<file path="src/rtl/lts_pkg.sv">
package lts_pkg;

   // Interval legality: aligned to 4 cycles and not shorter than the floor.
   function automatic logic gap_is_legal(input int unsigned gap, input int unsigned min_gap);
      return ((gap % 4) == 0) && (gap >= min_gap);
   endfunction

   // Sequence length with a floor of one pattern, used when a forced
   // sequence runs with a zero repeat count.
   function automatic int unsigned seq_cycles(input int unsigned rep, input int unsigned unit);
      return (rep == 0) ? unit : rep * unit;
   endfunction

endpackage

</file>
<file path="src/rtl/lts_gap_timer.sv">
module lts_gap_timer #(
   parameter int GAP_W   = 16,
   parameter int REP_W   = 16,
   parameter int MIN_GAP = 32
) (
   input  logic             clk,
   input  logic             rst_n,
   input  logic             link_en,
   input  logic             trn_act,
   input  logic [GAP_W-1:0] max_gap,
   input  logic [REP_W-1:0] rep_cnt,
   output logic             due,
   output logic             cfg_err
);
   import lts_pkg::*;

   localparam int CNT_W = GAP_W + 1;

   logic [CNT_W-1:0] gap_q;
   logic             asked;
   logic             legal;
   logic [CNT_W:0]   next_cnt;

   assign asked    = (max_gap != '0) && (rep_cnt != '0);
   assign legal    = gap_is_legal(32'(max_gap), 32'(MIN_GAP));
   assign cfg_err  = link_en && asked && !legal;
   assign next_cnt = {1'b0, gap_q} + 1'b1;
   assign due      = link_en && asked && legal && !trn_act &&
                     (next_cnt >= {2'b00, max_gap});

   always_ff @(posedge clk) begin
      if (!rst_n || !link_en || trn_act) begin
         gap_q <= '0;
      end else if (gap_q != '1) begin
         gap_q <= gap_q + 1'b1;
      end
   end

endmodule

</file>
<file path="src/rtl/lts_burst_guard.sv">
module lts_burst_guard #(
   parameter int MINB_W      = 9,
   parameter int CYC_PER_BLK = 4
) (
   input  logic              clk,
   input  logic              rst_n,
   input  logic              link_en,
   input  logic              hold_en,
   input  logic [MINB_W-1:0] min_blk,
   input  logic              dat_vld,
   input  logic              dat_sop,
   input  logic              trn_act,
   output logic              hold
);
   localparam int BEAT_W = MINB_W + $clog2(CYC_PER_BLK + 1) + 1;

   logic [BEAT_W-1:0] cnt_q;
   logic              first_q;
   logic [BEAT_W-1:0] target;
   logic [BEAT_W-1:0] beats_now;
   logic              beat_go;
   logic              in_first;

   assign target    = BEAT_W'(min_blk) * BEAT_W'(CYC_PER_BLK);
   assign beat_go   = dat_vld && !trn_act;
   assign in_first  = dat_sop || first_q;
   assign beats_now = dat_sop ? BEAT_W'(1) : cnt_q + BEAT_W'(1);
   assign hold      = hold_en && beat_go && in_first && (beats_now < target);

   always_ff @(posedge clk) begin
      if (!rst_n || !link_en || trn_act) begin
         cnt_q   <= '0;
         first_q <= 1'b0;
      end else if (beat_go && in_first) begin
         cnt_q   <= beats_now;
         first_q <= (beats_now < target);
      end else begin
         first_q <= 1'b0;
      end
   end

endmodule

</file>
<file path="src/rtl/lts_seq_ctrl.sv">
module lts_seq_ctrl #(
   parameter int REP_W    = 16,
   parameter int TRN_UNIT = 4
) (
   input  logic             clk,
   input  logic             rst_n,
   input  logic             link_en,
   input  logic             start,
   input  logic             force_trn,
   input  logic [REP_W-1:0] rep_cnt,
   output logic             trn_act,
   output logic             trn_req
);
   import lts_pkg::*;

   localparam int LEN_W = REP_W + $clog2(TRN_UNIT + 1) + 1;

   logic [LEN_W-1:0] cnt_q;
   logic [LEN_W-1:0] seq_len;
   logic             act_q;
   logic             req_q;
   logic             fatal_q;
   logic             fatal;
   logic             last;

   assign seq_len = LEN_W'(seq_cycles(32'(rep_cnt), 32'(TRN_UNIT)));
   assign fatal   = fatal_q || force_trn;
   assign last    = (cnt_q == seq_len - 1'b1);

   always_ff @(posedge clk) begin
      if (!rst_n || !link_en) begin
         act_q   <= 1'b0;
         req_q   <= 1'b0;
         cnt_q   <= '0;
         fatal_q <= 1'b0;
      end else begin
         req_q <= 1'b0;
         if (force_trn) fatal_q <= 1'b1;
         if (!act_q) begin
            if (start || fatal) begin
               act_q <= 1'b1;
               req_q <= 1'b1;
               cnt_q <= '0;
            end
         end else if (last) begin
            cnt_q <= '0;
            if (fatal) req_q <= 1'b1;
            else       act_q <= 1'b0;
         end else begin
            cnt_q <= cnt_q + 1'b1;
         end
      end
   end

   assign trn_act = act_q;
   assign trn_req = req_q;

endmodule

</file>
<file path="src/rtl/link_trn_sched.sv">
module link_trn_sched #(
   parameter int GAP_W       = 16,
   parameter int REP_W       = 16,
   parameter int MINB_W      = 9,
   parameter int TRN_UNIT    = 4,
   parameter int CYC_PER_BLK = 4,
   parameter int MIN_GAP     = 32,
   parameter bit HOLD_OFF_EN = 1'b1
) (
   input  logic              clk,
   input  logic              rst_n,
   input  logic              link_en,
   input  logic [GAP_W-1:0]  max_gap,
   input  logic [REP_W-1:0]  rep_cnt,
   input  logic              hold_en,
   input  logic [MINB_W-1:0] min_blk,
   input  logic              dat_vld,
   input  logic              dat_sop,
   input  logic              force_trn,
   output logic              trn_req,
   output logic              trn_act,
   output logic              dat_stall,
   output logic              cfg_err
);

   if (TRN_UNIT < 1)                 $error("TRN_UNIT must be at least 1");
   if (CYC_PER_BLK < 1)              $error("CYC_PER_BLK must be at least 1");
   if ((MIN_GAP % 4) != 0)           $error("MIN_GAP must be a multiple of 4");
   if (MIN_GAP >= (1 << GAP_W))      $error("MIN_GAP does not fit in GAP_W");
   if (GAP_W < 4 || GAP_W > 30)      $error("GAP_W out of range");

   logic due;
   logic hold;
   logic start;

   lts_gap_timer #(
      .GAP_W(GAP_W), .REP_W(REP_W), .MIN_GAP(MIN_GAP)
   ) u_timer (
      .clk(clk), .rst_n(rst_n), .link_en(link_en), .trn_act(trn_act),
      .max_gap(max_gap), .rep_cnt(rep_cnt), .due(due), .cfg_err(cfg_err)
   );

   if (HOLD_OFF_EN) begin : g_guard
      lts_burst_guard #(
         .MINB_W(MINB_W), .CYC_PER_BLK(CYC_PER_BLK)
      ) u_guard (
         .clk(clk), .rst_n(rst_n), .link_en(link_en), .hold_en(hold_en),
         .min_blk(min_blk), .dat_vld(dat_vld), .dat_sop(dat_sop),
         .trn_act(trn_act), .hold(hold)
      );
   end else begin : g_noguard
      assign hold = 1'b0;
   end

   assign start = due && !hold;

   lts_seq_ctrl #(
      .REP_W(REP_W), .TRN_UNIT(TRN_UNIT)
   ) u_seq (
      .clk(clk), .rst_n(rst_n), .link_en(link_en), .start(start),
      .force_trn(force_trn), .rep_cnt(rep_cnt),
      .trn_act(trn_act), .trn_req(trn_req)
   );

   assign dat_stall = trn_act;

endmodule

</file>
<file path="config.mk">
export PLATFORM = sky130hd
export DESIGN_NAME = link_trn_sched
export DESIGN_NICKNAME = d
export VERILOG_FILES = /design/src/rtl/lts_pkg.sv /design/src/rtl/lts_gap_timer.sv /design/src/rtl/lts_burst_guard.sv /design/src/rtl/lts_seq_ctrl.sv /design/src/rtl/link_trn_sched.sv
export SDC_FILE = /design/constraint.sdc
export NUM_CORES = 1
export LEC_CHECK = 0
export BUFFER_PORTS_ARGS = -buffer_cell sky130_fd_sc_hd__buf_2
export CORE_MARGIN = 1.5
export CORE_UTILIZATION = 30
export DETAILED_ROUTE_END_ITERATION = 10
export SLEW_MARGIN = 40
export SYNTH_ARGS = -nofsm -noshare
export SYNTH_HDL_FRONTEND = slang
export SYNTH_SLANG_ARGS = --single-unit
</file>
<file path="constraint.sdc">
create_clock -name clk -period 8.08 [get_ports clk]
set_input_delay 0.404 -clock clk [delete_from_list [all_inputs] [get_ports clk]]
set_output_delay 0.404 -clock clk [all_outputs]
set_load 0.02 [all_outputs]
</file>
==> reports/results.txt <==
In this run the critical register-to-register path is launched from u_timer.gap_q[0]. The post-route netlist has 13.0% of its cells at a drive strength greater than 1. The worst setup path is captured at a register. For this run, the number of Yosys warnings is 0.

From bottom edge to top edge, the die measures 123 um. The floorplan has 43 rows. Yosys attributes the largest share of cell area to sky130_fd_sc_hd__dfxtp_1 25%, sky130_fd_sc_hd__ha_1 8.3%, sky130_fd_sc_hd__xnor2_1 4.8%.

The highest attainable clock frequency is 228 MHz. The adder-cell area share of the yosys netlist is 8.34%. The worst setup path is launched from an input port. 52 I/O pins were placed.

In this run, CTS created clock tree buffers numbering 5. The tools report the number of antenna violations at the first check in global routing as 0. At the end of the flow, the number of nets in the layout was 683.

The number of setup violations in the final report is 0, and the cell area power density is 113 mW/mm^2. The tools report the initial DRC count as 245. For this design the static power due to leakage is 1.86 nW. Dividing the detail-routed via count by the number of cells gives 5.33.

For the first-pass iteration count of the detailed router, the log shows 5. After detailed routing, the average wire length per cell comes to 13.6 um. The post-synthesis sequential element count came out at 54.

The core area was 0.0140 sq mm. The setup slack of the worst register-to-register path was 4120 ps; the final cell count without fillers was 786. The count of cells resized by post-cts repair was 0. Clock latency on the worst-skew pair, taken at its later pin, is 290 ps. Counting along the longest clock path gives a buffer depth of 2. Hold timing on the final database bottoms out at a slack of 432 ps.

The tree is rooted in a sky130_fd_sc_hd__clkbuf_16. The leading cell type in the layout, fill and taps excluded was sky130_fd_sc_hd__nand2_1. After Yosys synthesis, and, or, nand and nor cells account for 31.0% of the synthesized area. The worst pin sits at a relative slew slack of 59.0%. The critical-path maximum fanout is 23, and the hold path depth is 3.

The combinational family with the most area after synthesis was simple AND/OR/NAND/NOR gates. The run gives 4550 ps as the worst endpoint data arrival time. The number of placed instances, taps included, is 779. IR analysis of the VDD net gives a maximum drop of 0.0000866 V. For this run, design rule violations remaining after detail routing come to 0.

Of the total synthesized cell area, the portion taken by XOR and XNOR cells is 8.45%. Counting every sink on the clock net gives 54. The net count after synthesis is 653, and the cell count of the worst reg-to-reg path is 15. The path category of the worst min-delay check is input port to register. The number of antenna diodes in the final layout is 0. The tools report the max-capacitance violation count as 0. The routed design has 10,700 um of wire. The final period demand of the worst path was 4380 ps. In this run the most critical hold path is launched from rst_n. TritonCTS built the clock tree. After technology mapping, the gate count stands at 576. For the count of hold buffers inserted by post-cts repair, the log shows 0. The clock-pin slew on the worst setup and hold paths was 70 ps; the per-instance average area after synthesis was 7.55 sq um. Combined global-route utilization of all metal layers: 14.6%. The path with the worst hold slack has its endpoint at u_seq.fatal_q.

The part of the cycle the worst path needs works out to 54.2%. The largest net degree at the start of global routing was 36; the area growth from synthesis to layout was 11.3%. Fill cells in the final layout number 1,463. The run gives 0.00435 sq mm as the cell area after synthesis. Detailed routing inserted a total of 4,193 vias.

The tools report the critical path data required time as 8250 ps. The number of different library cells used by synthesis comes to 64. After legalization and detailed placement, the total HPWL measured 8160 um.

The critical path start-end classification is input port to register. In this run, synthesis inferred 0 flip-flops with an integrated enable. The flow ran to the end, and the final reports show no timing, DRC or antenna violations.

The number of slew-limit violations in the final report is 0, and the post-route clock skew is 6.91 ps. The die footprint was 0.0152 sq mm; the count of buffers added by post-CTS timing repair for setup was 0. CTS built an H-tree with a depth of 2. The top cell type by area accounts for 24.8% of the synthesized area. From left edge to right edge, the die measures 123 um.

The number of global-route vias before repair is 3,874. Fraction of synthesized area in multiplexers: 0.690%. Leaving out fill and tap cells, the most frequent cells in the layout are 55 x sky130_fd_sc_hd__nand2_1, 54 x sky130_fd_sc_hd__dfxtp_1, 51 x sky130_fd_sc_hd__buf_2, 47 x sky130_fd_sc_hd__nor2_1, 36 x sky130_fd_sc_hd__a21oi_1. Global routing finished with a remaining overflow of 0. At the pin with the least slew margin, the transition time is 614 ps. For this run, asynchronously set or reset flops after synthesis account for 0%. After routing, the total negative slack on setup checks comes to 0 ps. In this run the remaining antenna-violating nets after routing total 0. Most area-hungry cell type in the Yosys netlist: sky130_fd_sc_hd__dfxtp_1.

The fraction of the mapped netlist area in compound gates is 20.5%, and the global-route wire length before repair is 18,100 um. The congestion estimate from routability-driven global placement came to 0.852. The effective utilization at floorplan was 31.0%; the final hold violation count was 0. The endpoint identified for the worst register-to-register timing path is u_seq.cnt_q[17]. Setup repair after global routing left no endpoint under its margin.

During placement, the flow inserted port buffers numbering 51. For this run, the register share of the synthesized area comes to 24.8%. In the synthesized netlist the dominant register cell turns out to be sky130_fd_sc_hd__dfxtp_1.
## cell families after synthesis
kind of cell,count (synthesis)
flip-flops,54
adder cells (fa/ha/maj),29
XOR/XNOR,42
AO/OA/AOI/OAI,131
buffers and inverters,64
multiplexers,3
AND/OR/NAND/NOR,253
## synth_stat cells (3+ instances only)
cell type                   instances
sky130_fd_sc_hd__a2111oi_0          3
sky130_fd_sc_hd__a211oi_1           6
sky130_fd_sc_hd__a21o_1             5
sky130_fd_sc_hd__a21oi_1           36
sky130_fd_sc_hd__a221o_1            9
sky130_fd_sc_hd__a22o_1             5
sky130_fd_sc_hd__a22oi_1            3
sky130_fd_sc_hd__a31oi_1            6
sky130_fd_sc_hd__and2_1             4
sky130_fd_sc_hd__and3_1             8
sky130_fd_sc_hd__buf_2              3
sky130_fd_sc_hd__buf_6              3
sky130_fd_sc_hd__clkbuf_1          21
sky130_fd_sc_hd__dfxtp_1           54
sky130_fd_sc_hd__ha_1              29
sky130_fd_sc_hd__inv_1             34
sky130_fd_sc_hd__mux2i_1            3
sky130_fd_sc_hd__nand2_1           55
sky130_fd_sc_hd__nand3_1           25
sky130_fd_sc_hd__nand3b_1           4
sky130_fd_sc_hd__nand4_1           11
sky130_fd_sc_hd__nor2_1            48
sky130_fd_sc_hd__nor2b_1           12
sky130_fd_sc_hd__nor3_1            25
sky130_fd_sc_hd__nor4_1            12
sky130_fd_sc_hd__o2111ai_1          4
sky130_fd_sc_hd__o21a_1             4
sky130_fd_sc_hd__o21ai_0           27
sky130_fd_sc_hd__o32ai_1            5
sky130_fd_sc_hd__or2_2              4
sky130_fd_sc_hd__or3_1             17
sky130_fd_sc_hd__or4_1              9
sky130_fd_sc_hd__xnor2_1           24
sky130_fd_sc_hd__xor2_1            18
## registers in the layout, indices dropped and copies added (netlist names)
name                     count
u_seq.trn_act                1
u_seq.cnt_q                 20
u_seq.trn_req                1
u_timer.gap_q               17
g_guard.u_guard.cnt_q       13
g_guard.u_guard.first_q      1
u_seq.fatal_q                1
## per-stage QoR
| step | setup WS (ps) | total power, W | instance area (sq um) | utilization, % |
|---|---|---|---|---|
| 4_1_cts | 3720 | 0.000552 | 4840 | 34.5 |
| 5_1_grt | 3400 | 0.000572 | 4840 | 34.5 |
| 3_3_place_gp | 3510 | 0.000344 | 4700 | 33.5 |
| 6_report | 3700 | 0.000546 | 4840 | 34.5 |
| 2_1_floorplan | 4250 | 0.000317 | 4350 | - |
| 3_5_place_dp | 3430 | 0.000346 | 4710 | 33.5 |
## report_power, final
part / internal (W) / switching, W / total [W]
clock network: 0.000112 / 0.0000937 / 0.000206
logic: 0.0000269 / 0.0000434 / 0.0000704
registers: 0.000268 / 0.00000211 / 0.000270
total: 0.000407 / 0.000139 / 0.000546
## critical path: stages
cell,delay [ps]
sky130_fd_sc_hd__buf_2,160
sky130_fd_sc_hd__or4_4,580
sky130_fd_sc_hd__nor4_1,530
sky130_fd_sc_hd__a21oi_1,160
sky130_fd_sc_hd__ha_1,340
sky130_fd_sc_hd__nor2b_1,180
sky130_fd_sc_hd__or3_1,350
sky130_fd_sc_hd__a31oi_1,190
sky130_fd_sc_hd__nand4_1,130
sky130_fd_sc_hd__a2111oi_2,350
sky130_fd_sc_hd__o2111a_2,550
sky130_fd_sc_hd__nor2_2,230
sky130_fd_sc_hd__a221o_1,380
## layout make-up
class | count | area, sq um | share of cell area (%)
Timing Repair Buffer | 53 | 270 | 5.58
Clock buffer | 5 | 125 | 2.58
Multi-Input combinational cell | 458 | 3010 | 62.0
Sequential cell | 54 | 1080 | 22.3
Clock inverter | 2 | 10.0 | 0.207
Inverter | 34 | 128 | 2.63
Tap cell | 180 | 225 | 4.65
## worst max path at each step
stage | startpoint | end | slack [ps] | cells after the start
after floorplan | rep_cnt[11] | u_seq.cnt_q[12] | 4250 | 14
after global placement | rep_cnt[11] | u_seq.cnt_q[7] | 3510 | 13
after detailed placement | rep_cnt[11] | u_seq.cnt_q[17] | 3430 | 13
after CTS | rep_cnt[11] | u_seq.cnt_q[17] | 3720 | 13
after global routing | rep_cnt[11] | u_seq.cnt_q[15] | 3400 | 13
final | rep_cnt[11] | u_seq.cnt_q[17] | 3700 | 13
## layer usage
metal | wire, um | track usage (%) | share of wire (%) | vias to the layer above
met5 | 0 | 0 | 0 | -
met4 | 113 | 3.16 | 1.1 | 0
met3 | 482 | 1.94 | 4.5 | 10
met2 | 4780 | 23.8 | 45 | 95
met1 | 5300 | 20.4 | 50 | 1914
li1 | - | - | - | 2174
(Power assumes the default switching activity.)
